File: src/rtl/gpio_dual_pkg.sv
package gpio_dual_pkg;
   localparam int BUS_W   = 32;
   localparam int BE_W    = BUS_W / 8;
   localparam int OFF_CTL = 0;
   localparam int OFF_DAT = 4;
   localparam int OFF_ENA = 8;

   typedef enum logic [1:0] {
      SEL_NONE = 2'd0,
      SEL_CTL  = 2'd1,
      SEL_DAT  = 2'd2,
      SEL_ENA  = 2'd3
   } reg_sel_e;
endpackage

File: src/rtl/gpio_regs.sv
module gpio_regs
   import gpio_dual_pkg::*;
#(
   parameter int PINS    = 16,
   parameter int CLIENTS = 4,
   parameter int ADDR_W  = 4
) (
   input  logic               clk_i,
   input  logic               rst_ni,
   input  logic [ADDR_W-1:0]  addr_i,
   input  logic               we_i,
   input  logic [BE_W-1:0]    be_i,
   input  logic [BUS_W-1:0]   wdata_i,
   input  logic [PINS-1:0]    lines_i,
   output logic [PINS-1:0]    dir_o,
   output logic [PINS-1:0]    pull_o,
   output logic [PINS-1:0]    data_o,
   output logic [CLIENTS-1:0] en_o,
   output logic [BUS_W-1:0]   rdata_o
);
   localparam int CTL_W = 2 * PINS;

   if (CTL_W > BUS_W) begin : g_bad_pins
      $error("gpio_regs: 2*PINS must fit the bus width");
   end
   if (CLIENTS > BUS_W) begin : g_bad_clients
      $error("gpio_regs: CLIENTS must fit the bus width");
   end
   if (ADDR_W < 4) begin : g_bad_addr
      $error("gpio_regs: ADDR_W too small for the register map");
   end

   logic [CTL_W-1:0]   ctl_q;
   logic [PINS-1:0]    dat_q;
   logic [CLIENTS-1:0] en_q;
   logic [BUS_W-1:0]   rd_mux;
   logic [BUS_W-1:0]   rdata_q;
   reg_sel_e           sel;

   always_comb begin
      if (addr_i == ADDR_W'(OFF_CTL))      sel = SEL_CTL;
      else if (addr_i == ADDR_W'(OFF_DAT)) sel = SEL_DAT;
      else if (addr_i == ADDR_W'(OFF_ENA)) sel = SEL_ENA;
      else                                 sel = SEL_NONE;
   end

   always_ff @(posedge clk_i or negedge rst_ni) begin
      if (!rst_ni) begin
         ctl_q <= '0;
      end else if (we_i && sel == SEL_CTL) begin
         for (int i = 0; i < CTL_W; i++)
            if (be_i[i/8]) ctl_q[i] <= wdata_i[i];
      end
   end

   always_ff @(posedge clk_i or negedge rst_ni) begin
      if (!rst_ni) begin
         dat_q <= '0;
      end else if (we_i && sel == SEL_DAT) begin
         for (int i = 0; i < PINS; i++)
            if (be_i[i/8]) dat_q[i] <= wdata_i[i];
      end
   end

   always_ff @(posedge clk_i or negedge rst_ni) begin
      if (!rst_ni) begin
         en_q <= '0;
      end else if (we_i && sel == SEL_ENA) begin
         for (int i = 0; i < CLIENTS; i++)
            if (be_i[i/8]) en_q[i] <= wdata_i[i];
      end
   end

   for (genvar n = 0; n < PINS; n++) begin : g_unpack
      assign dir_o[n]  = ctl_q[2*n];
      assign pull_o[n] = ctl_q[2*n+1];
   end

   always_comb begin
      rd_mux = '0;
      case (sel)
         SEL_CTL: rd_mux[CTL_W-1:0]   = ctl_q;
         SEL_DAT: rd_mux[PINS-1:0]    = lines_i;
         SEL_ENA: rd_mux[CLIENTS-1:0] = en_q;
         default: rd_mux = '0;
      endcase
   end

   always_ff @(posedge clk_i or negedge rst_ni) begin
      if (!rst_ni) rdata_q <= '0;
      else         rdata_q <= rd_mux;
   end

   assign data_o  = dat_q;
   assign en_o    = en_q;
   assign rdata_o = rdata_q;

   // an unmapped address yields zero on the next cycle
   a_r10_unmapped_reads_zero : assert property (@(posedge clk_i) disable iff (!rst_ni)
      $past(sel == SEL_NONE) |-> rdata_o == '0);
endmodule

File: src/rtl/gpio_resolve.sv
module gpio_resolve #(
   parameter int PINS = 16
) (
   input  logic [PINS-1:0] cpu_dir_i,
   input  logic [PINS-1:0] cpu_pull_i,
   input  logic [PINS-1:0] cpu_data_i,
   input  logic [PINS-1:0] per_dir_i,
   input  logic [PINS-1:0] per_data_i,
   output logic [PINS-1:0] lines_o
);
   if (PINS < 1) begin : g_bad_pins
      $error("gpio_resolve: PINS must be positive");
   end

   for (genvar n = 0; n < PINS; n++) begin : g_pin
      logic by_cpu, by_per, by_pull;
      assign by_cpu  = cpu_dir_i[n] & cpu_data_i[n];
      assign by_per  = per_dir_i[n] & per_data_i[n];
      assign by_pull = ~(cpu_dir_i[n] | per_dir_i[n]) & cpu_pull_i[n];
      assign lines_o[n] = by_cpu | by_per | by_pull;
   end
endmodule

File: src/rtl/gpio_notify.sv
module gpio_notify #(
   parameter int PINS    = 16,
   parameter int CLIENTS = 4
) (
   input  logic                    clk_i,
   input  logic                    rst_ni,
   input  logic [PINS-1:0]         lines_i,
   input  logic [CLIENTS*PINS-1:0] mask_i,
   input  logic [CLIENTS-1:0]      en_i,
   output logic [CLIENTS-1:0]      notify_o
);
   if (CLIENTS < 1) begin : g_bad_clients
      $error("gpio_notify: CLIENTS must be positive");
   end

   logic [PINS-1:0]    lines_q;
   logic [PINS-1:0]    chg;
   logic [CLIENTS-1:0] hit;
   logic [CLIENTS-1:0] notify_q;

   always_ff @(posedge clk_i or negedge rst_ni) begin
      if (!rst_ni) lines_q <= '0;
      else         lines_q <= lines_i;
   end

   assign chg = lines_i ^ lines_q;

   for (genvar c = 0; c < CLIENTS; c++) begin : g_client
      assign hit[c] = en_i[c] & (|(mask_i[c*PINS +: PINS] & chg));

      // a strobe needs an overlap of the mask with the change
      a_r7_mask_overlap : assert property (@(posedge clk_i) disable iff (!rst_ni)
         notify_o[c] |-> (|($past(mask_i[c*PINS +: PINS]) &
                           ($past(lines_i) ^ $past(lines_i, 2)))));

      // a disabled slot stays silent
      a_r8_enabled_only : assert property (@(posedge clk_i) disable iff (!rst_ni)
         notify_o[c] |-> $past(en_i[c]));
   end

   always_ff @(posedge clk_i or negedge rst_ni) begin
      if (!rst_ni) notify_q <= '0;
      else         notify_q <= hit;
   end

   assign notify_o = notify_q;

   // no strobe unless the lines actually moved
   a_r6_needs_change : assert property (@(posedge clk_i) disable iff (!rst_ni)
      (|notify_o) |-> $past(lines_i) != $past(lines_i, 2));
endmodule

File: src/rtl/gpio_dual_port.sv
module gpio_dual_port
   import gpio_dual_pkg::*;
#(
   parameter int PINS    = 16,
   parameter int CLIENTS = 4,
   parameter int ADDR_W  = 4
) (
   input  logic                    clk_i,
   input  logic                    rst_ni,
   input  logic [ADDR_W-1:0]       bus_addr_i,
   input  logic                    bus_we_i,
   input  logic [3:0]              bus_be_i,
   input  logic [31:0]             bus_wdata_i,
   output logic [31:0]             bus_rdata_o,
   input  logic [PINS-1:0]         periph_dir_i,
   input  logic [PINS-1:0]         periph_data_i,
   input  logic [CLIENTS*PINS-1:0] client_mask_i,
   output logic [CLIENTS-1:0]      notify_o,
   output logic [PINS-1:0]         lines_o
);
   localparam int MASK_W = CLIENTS * PINS;

   if (BUS_W != 32 || MASK_W < 1) begin : g_bad_cfg
      $error("gpio_dual_port: unsupported configuration");
   end

   logic [PINS-1:0]    per_dir_q, per_dat_q;
   logic [PINS-1:0]    cpu_dir, cpu_pull, cpu_dat;
   logic [PINS-1:0]    lines;
   logic [CLIENTS-1:0] en;

   always_ff @(posedge clk_i or negedge rst_ni) begin
      if (!rst_ni) begin
         per_dir_q <= '0;
         per_dat_q <= '0;
      end else begin
         per_dir_q <= periph_dir_i;
         per_dat_q <= periph_data_i;
      end
   end

   gpio_regs #(.PINS(PINS), .CLIENTS(CLIENTS), .ADDR_W(ADDR_W)) u_regs (
      .clk_i   (clk_i),
      .rst_ni  (rst_ni),
      .addr_i  (bus_addr_i),
      .we_i    (bus_we_i),
      .be_i    (bus_be_i),
      .wdata_i (bus_wdata_i),
      .lines_i (lines),
      .dir_o   (cpu_dir),
      .pull_o  (cpu_pull),
      .data_o  (cpu_dat),
      .en_o    (en),
      .rdata_o (bus_rdata_o)
   );

   gpio_resolve #(.PINS(PINS)) u_resolve (
      .cpu_dir_i  (cpu_dir),
      .cpu_pull_i (cpu_pull),
      .cpu_data_i (cpu_dat),
      .per_dir_i  (per_dir_q),
      .per_data_i (per_dat_q),
      .lines_o    (lines)
   );

   gpio_notify #(.PINS(PINS), .CLIENTS(CLIENTS)) u_notify (
      .clk_i    (clk_i),
      .rst_ni   (rst_ni),
      .lines_i  (lines),
      .mask_i   (client_mask_i),
      .en_i     (en),
      .notify_o (notify_o)
   );

   assign lines_o = lines;

   // a peripheral driving a 1 on a pin forces that line high next cycle
   a_r9_periph_drives_high : assert property (@(posedge clk_i) disable iff (!rst_ni)
      $past(|(periph_dir_i & periph_data_i)) |->
         ((lines_o & $past(periph_dir_i & periph_data_i)) == $past(periph_dir_i & periph_data_i)));
endmodule

File: config.mk
export PLATFORM = sky130hd
export DESIGN_NAME = gpio_dual_port
export DESIGN_NICKNAME = d
export VERILOG_FILES = /design/src/rtl/gpio_dual_pkg.sv /design/src/rtl/gpio_regs.sv /design/src/rtl/gpio_resolve.sv /design/src/rtl/gpio_notify.sv /design/src/rtl/gpio_dual_port.sv
export SDC_FILE = /design/constraint.sdc
export NUM_CORES = 1
export LEC_CHECK = 0
export ABC_AREA = 1
export CAP_MARGIN = 20
export CORE_MARGIN = 2
export CORE_UTILIZATION = 48
export CTS_BUF_LIST = sky130_fd_sc_hd__clkbuf_2
export DETAILED_ROUTE_END_ITERATION = 12
export GPL_TIMING_DRIVEN = 0
export PLACE_DENSITY = 0.83
export SLEW_MARGIN = 40
export SYNTH_ARGS = -nofsm -noshare
export SYNTH_HDL_FRONTEND = slang
export SYNTH_HIERARCHICAL = 1
export SYNTH_SLANG_ARGS = --single-unit
File: constraint.sdc
create_clock -name clk_i -period 1.45 [get_ports clk_i]
set_clock_uncertainty 0.05 [all_clocks]
set_input_delay 0.145 -clock clk_i [delete_from_list [all_inputs] [get_ports clk_i]]
set_output_delay 0.145 -clock clk_i [all_outputs]
set_load 0.005 [all_outputs]
==> impl_metrics.csv, run 1 <==
group,metric,value,unit
setup_path,cp_max_fo,4,
clocking,tritoncts,"built",
sta,maxSlewViolCount,0,
finish,fin_nets,1151,
route,drtIter0Drc,506,
die,start_util,0.492,
synth,synth.cell_area,5880,sq um
clocking,insertion_delay,680,ps
sta,hold_viol_final,0,
status,status,"complete, but fails checks",
hold_path,worstHoldStart,"bus_be_i[0]",
sta,final.setup.worst_slack,-307,ps
status,violations,"negative setup slack",
synth,ys_ff_latch,136,
placed_design,post-dp-hpwl,12500,um
global_route,grt-ovfl-total,0,
setup_path,path_class,"flip-flop to output pin",
pwr,p_per_area,1070,nW/um^2
pwr,p_leak,4.72,nW
setup_path,regToRegEndpoint,"u_notify/notify_o[2]",
hold_path,holdPathEnd,"u_regs/ctl_q[0]",
route,wl_per_cell,16.5,um
route,vias,6057,
setup_path,worst_ep_required_time,1250,ps
die,ioPinCount,191,
clocking,htree_levels,4,
global_route,grt_pass1_wl,29500,um
setup_path,start_kind,"flip-flop",
synth,ys_top_cells_by_area,"dfrtp_1, nand2_1, nand3_1",
sta,timing.hold.ws,203,ps
clocking,cts_buffers,17,
finish,n_antenna_cell,0,
sta,rsz0062_at_grt,"yes",
sta,fmax,569,MHz
sta,maxSlewHeadroom,0.651,
route,dr.pass1.iters,7,
route,avgViaCountPerCell,5.17,
hold_path,hp-class,"input pin to flip-flop",
global_route,grt.total_usage,0.301,
die,coreArea,12000,sq um
finish,layout_commonest_cell,"nand2_1",
synth,syn_area_per_cell,8.35,sq um
route,final_antenna_net_count,0,
die,die_h,115,um
die,die_width,115,um
flow_run,cap_violations,0,
global_route,grt_pass1_vias,5915,
finish,layout_common_cells,"nand2_1, dfrtp_1, clkdlybuf4s50_1",
die,dieArea,13200,sq um
synth,yosysWarnings,6,
sta,min_period_over_period,1.21,
placed_design,port_buffers,187,
pwr,irDropWorstVdd,599,uV
clocking,root_buffer,"clkbuf_2",
setup_path,reg2reg_from,"u_regs/ctl_q[16]",
global_route,antenna_found_initial,0,
global_route,grt_max_degree,72,
die,rows,40,
synth,synth_top_area_frac,0.579,
synth,synthCells,704,
finish,syn_to_final_growth,55.5,%
clocking,clockBufferDepth,2,
setup_path,r2r_slack,-220,ps
synth,synth.distinct_cells,20,
synth,syn_nets,843,
route,drc,0,
finish,drive_above_1_share,0.181,
setup_path,cp.arrival,1560,ps
clocking,cts.reportedPaths.clkPinSlew,210,ps
synth,synth_area_leader_cell,"dfrtp_1",
sta,worst_pin_slew,524,ps
setup_path,worstSetupEndpointType,"output pin",
setup_path,r2r.worst_path.cells,12,
setup_path,crit_start,"u_regs/ctl_q[28]",
clocking,cts_sinks,136,
route,drt-total-wl,19300,um
finish,final_util,0.764,
sta,finalSetupViolCount,24,
synth,synth_seq_area_share,0.579,
placed_design,gp_congestion,0.857,
hold_path,holdPathStages,5,
sta,min_period,1760,ps
repair_timing:
action / CTS / global route
endpoints found under the hold margin: 215 / 0
endpoints found under the setup margin: 56 / 56
hold buffers: 69 / 0
pin swaps: 66 / 12
resized for setup: 267 / 12
setup buffers: 30 / 2
worst max-delay path, stage by stage, from the launching register on:
cell     delay [ps]
dfrtp_1         450
nor2_1          150
nand2_1         110
nand2_4          80
buf_6            90
per-stage QoR:
step / total power [mW] / instance area [sq um] / std cells / worst slack [ps] / setup TNS [ps]
floorplan: 5.62 / 5880 / 704 / 71.5 / 0
global placement: 6.66 / 7940 / 1038 / -5070 / -713360
detailed placement: 6.75 / 7970 / 1039 / -462 / -25510
CTS: 9.67 / 9090 / 1170 / -314 / -5540
global route: 10.3 / 9140 / 1172 / -424 / -9330
finish: 9.76 / 9140 / 1172 / -307 / -4790
cells by family after synthesis:
| kind of cell | Yosys count | share of synthesized area |
|---|---|---|
| flops | 136 | 0.579 |
| buf+inv | 109 | 0.0768 |
| compound gates | 36 | 0.0323 |
| simple gates | 423 | 0.312 |
sequential cells by signal (all words and copies together), names as in the netlist:
register and cells:
per_dir_q 16, per_dat_q 16, u_notify/lines_q 16, u_notify/notify_o 4
u_regs/ctl_q 32, u_regs/rdata_o 32, u_regs/data_o 16, u_regs/en_o 4
cell type report:
type	count	area [sq um]
plain buffers	15	98.8
clock buffers	17	85.1
clock inverters	15	183
fillers	817	2820
inverters	94	353
multi-input cells	459	2170
flip-flops and latches	136	3400
well taps	147	184
repair buffers	289	2670
where the power goes:
part	total [mW]	internal, mW	leakage, nW	switching (mW)
logic	2.72	1.34	2.84	1.38
registers	4.55	4.24	1.73	0.308
clock network	2.49	1.11	0.152	1.39
total	9.76	6.69	4.72	3.07
synthesized netlist by cell type (all sizes together):
master  number
inv         94
clkbuf       3
nand3      118
nand3b       1
nor2        62
or2          1
buf         12
o21ai       32
nand4        3
nand2      238
dfrtp      136
o211ai       4
worst max-delay path by stage:
| stage | to | slack, ps |
|---|---|---|
| 2_1_floorplan | u_notify/notify_o[0] | 70 |
| 3_3_place_gp | u_regs/ctl_q[19] | -5070 |
| 3_5_place_dp | u_regs/ctl_q[8] | -460 |
| 4_1_cts | lines_o[4] | -310 |
| 5_1_grt | lines_o[7] | -420 |
| 6_report | lines_o[14] | -310 |
layer usage:
| metal | global-route usage | share of wire | vias to the layer above |
|---|---|---|---|
| met1 | 0.383 | 0.39 | 2846 |
| li1 | - | - | 2824 |
| met5 | 0 | 0 | - |
| met3 | 0.0762 | 0.096 | 45 |
| met4 | 0.115 | 0.028 | 0 |
| met2 | 0.499 | 0.49 | 342 |
No activity file was read; power rests on OpenSTA's default activity.
==> run 2, diff against run 1 <==
--- a/config.mk
+++ b/config.mk
@@ -10,8 +10,11 @@
 export CORE_MARGIN = 2
 export CORE_UTILIZATION = 48
 export CTS_BUF_LIST = sky130_fd_sc_hd__clkbuf_2
+export CTS_CLUSTER_DIAMETER = 40
 export DETAILED_ROUTE_END_ITERATION = 12
 export GPL_TIMING_DRIVEN = 0
+export HOLD_SLACK_MARGIN = 0.05
+export MAX_ROUTING_LAYER = met4
 export PLACE_DENSITY = 0.83
 export SLEW_MARGIN = 40
 export SYNTH_ARGS = -nofsm -noshare
==> run 2 against run 1 <==
The flow still finishes with violations (negative setup slack); worst hold slack worse by 2.5 ps; first-iteration DRC count grew 6.3%; count of clock-buffer cells in the layout unchanged; core utilization unchanged; sequential share of layout area stayed put; sequential power about the same; clock power about the same; flip-flop and latch count is the same; critical path depth unchanged; combinational power hardly changed; wire length decreased by 0.42%.
==> impl_metrics.csv, run 2 (synthesis results as in run 1) <==
group,metric,value,unit
setup_path,start_kind,"flip-flop",
global_route,antenna_found_initial,0,
sta,final.setup.worst_slack,-298,ps
die,dieArea,13200,sq um
clocking,root_buffer,"clkbuf_2",
setup_path,path_class,"flip-flop to output pin",
pwr,irDropWorstVdd,600,uV
die,die_h,115,um
hold_path,worstHoldStart,"bus_be_i[0]",
sta,min_period,1750,ps
setup_path,cp_max_fo,3,
setup_path,reg2reg_from,"u_regs/ctl_q[16]",
pwr,switching_share,0.314,
die,die_width,115,um
sta,fmax,572,MHz
sta,worst_pin_slew,520,ps
pwr,p_leak,4.72,nW
pwr,p_int,6.69,mW
status,violations,"negative setup slack",
clocking,cts_buffers,17,
sta,rsz0062_at_grt,"yes",
clocking,tritoncts,"built",
flow_run,cap_violations,0,
global_route,grt_max_degree,72,
global_route,grt-ovfl-total,0,
pwr,comb_power_share,0.278,
die,coreArea,12000,sq um
sta,min_period_over_period,1.21,
placed_design,dp_cells,1039,
finish,n_antenna_cell,0,
clocking,cts_sinks,136,
finish,drive_above_1_share,0.181,
pwr,pwr-share-clk,0.255,
finish,fin_area,9140,sq um
setup_path,worstSetupEndpointType,"output pin",
placed_design,place_area,7970,sq um
finish,fin_cells,1172,
setup_path,r2r_slack,-220,ps
finish,fin_nets,1151,
setup_path,r2r.worst_path.cells,12,
sta,maxSlewHeadroom,0.653,
finish,layout_common_cells,"nand2_1, dfrtp_1, clkdlybuf4s50_1",
global_route,grt_pass1_vias,5902,
route,drtIter0Drc,538,
clocking,clockBufferDepth,2,
route,avgViaCountPerCell,5.13,
setup_path,worst_ep_required_time,1250,ps
clocking,htree_levels,4,
global_route,grt_pass1_wl,29500,um
placed_design,port_buffers,187,
pwr,pwr-share-seq,0.466,
placed_design,gp_congestion,0.871,
route,dr.pass1.iters,7,
clocking,insertion_delay,700,ps
setup_path,cp.arrival,1550,ps
pwr,p_per_area,1070,nW/um^2
sta,maxSlewViolCount,0,
setup_path,regToRegEndpoint,"u_notify/notify_o[2]",
die,rows,40,
route,wl_per_cell,16.4,um
route,final_antenna_net_count,0,
die,ioPinCount,191,
placed_design,post-dp-hpwl,12500,um
finish,layout_commonest_cell,"nand2_1",
finish,syn_to_final_growth,55.5,%
sta,finalSetupViolCount,24,
hold_path,holdPathEnd,"u_regs/ctl_q[0]",
status,status,"complete, but fails checks",
global_route,grt.total_usage,0.311,
finish,nFillCells,817,
die,start_util,0.492,
sta,hold_viol_final,0,
pwr,power.switching,3.07,mW
route,drt-total-wl,19300,um
route,vias,6012,
hold_path,holdPathStages,5,
route,drc,0,
hold_path,hp-class,"input pin to flip-flop",
clocking,cts.reportedPaths.clkPinSlew,200,ps
## run 2: cell counts in the layout (fill, tap and decap cells not counted)
No cell type changed its count.
## run 2: worst max path at each step
| stage | from | endpoint | cells after the start |
|---|---|---|---|
| floorplan | u_regs/ctl_q[30] | u_notify/notify_o[0] | 11 |
| global placement | rst_ni | u_regs/ctl_q[19] | 1 |
| detailed placement | bus_addr_i[3] | u_regs/ctl_q[8] | 6 |
| CTS | u_regs/ctl_q[8] | lines_o[4] | 4 |
| global route | u_regs/ctl_q[14] | lines_o[7] | 5 |
| finish | u_regs/ctl_q[8] | lines_o[4] | 4 |
## run 2: layout make-up
type                    count  area, sq um  share of cell area
plain buffers              15         98.8              0.0108
clock buffers              17         85.1             0.00931
clock inverters            15          183              0.0200
inverters                  94          353              0.0386
multi-input cells         459         2170               0.237
flip-flops and latches    136         3400               0.372
well taps                 147          184              0.0201
repair buffers            289         2670               0.292
## run 2: per-stage QoR
step	worst slack [ps]	TNS (ps)	util	hold slack, ps	power [mW]
2_1_floorplan	71.5	0	-	-201	5.62
3_3_place_gp	-5070	-713360	0.663	425	6.66
3_5_place_dp	-462	-25510	0.666	65.7	6.75
4_1_cts	-314	-5540	0.760	153	9.67
5_1_grt	-414	-8840	0.764	160	10.3
6_report	-298	-4900	0.764	201	9.75
## run 2: per-layer routing
layer | GRT usage | vias to the layer above | share of wire
li1 | - | 2821 | -
met1 | 0.386 | 2828 | 0.40
met2 | 0.497 | 316 | 0.48
met3 | 0.0667 | 47 | 0.090
met4 | 0.128 | 0 | 0.030
met5 | - | - | 0
## run 2: worst max-delay path, cell delays in order, from the launching register on
cell	delay, ps
dfrtp_1	460
nor2_1	120
nand2_1	90
nand2_2	90
buf_6	100
## run 2: repair_timing
| item | in CTS | in global routing |
|---|---|---|
| setup buffers | 30 | 2 |
| gates resized for setup | 267 | 12 |
| hold buffers | 69 | 0 |
| pin swaps | 66 | 12 |
| setup endpoints to repair | 56 | 55 |
| endpoints found under the hold margin | 220 | 0 |
## run 2: power by group through the flow
stage / Combinational, mW / Sequential (mW) / Clock (mW)
2_1_floorplan: 1.08 / 4.53 / 0
3_3_place_gp: 2.06 / 4.61 / 0
3_5_place_dp: 2.13 / 4.62 / 0
4_1_cts: 2.61 / 4.53 / 2.52
5_1_grt: 3.00 / 4.60 / 2.71
6_report: 2.72 / 4.55 / 2.49
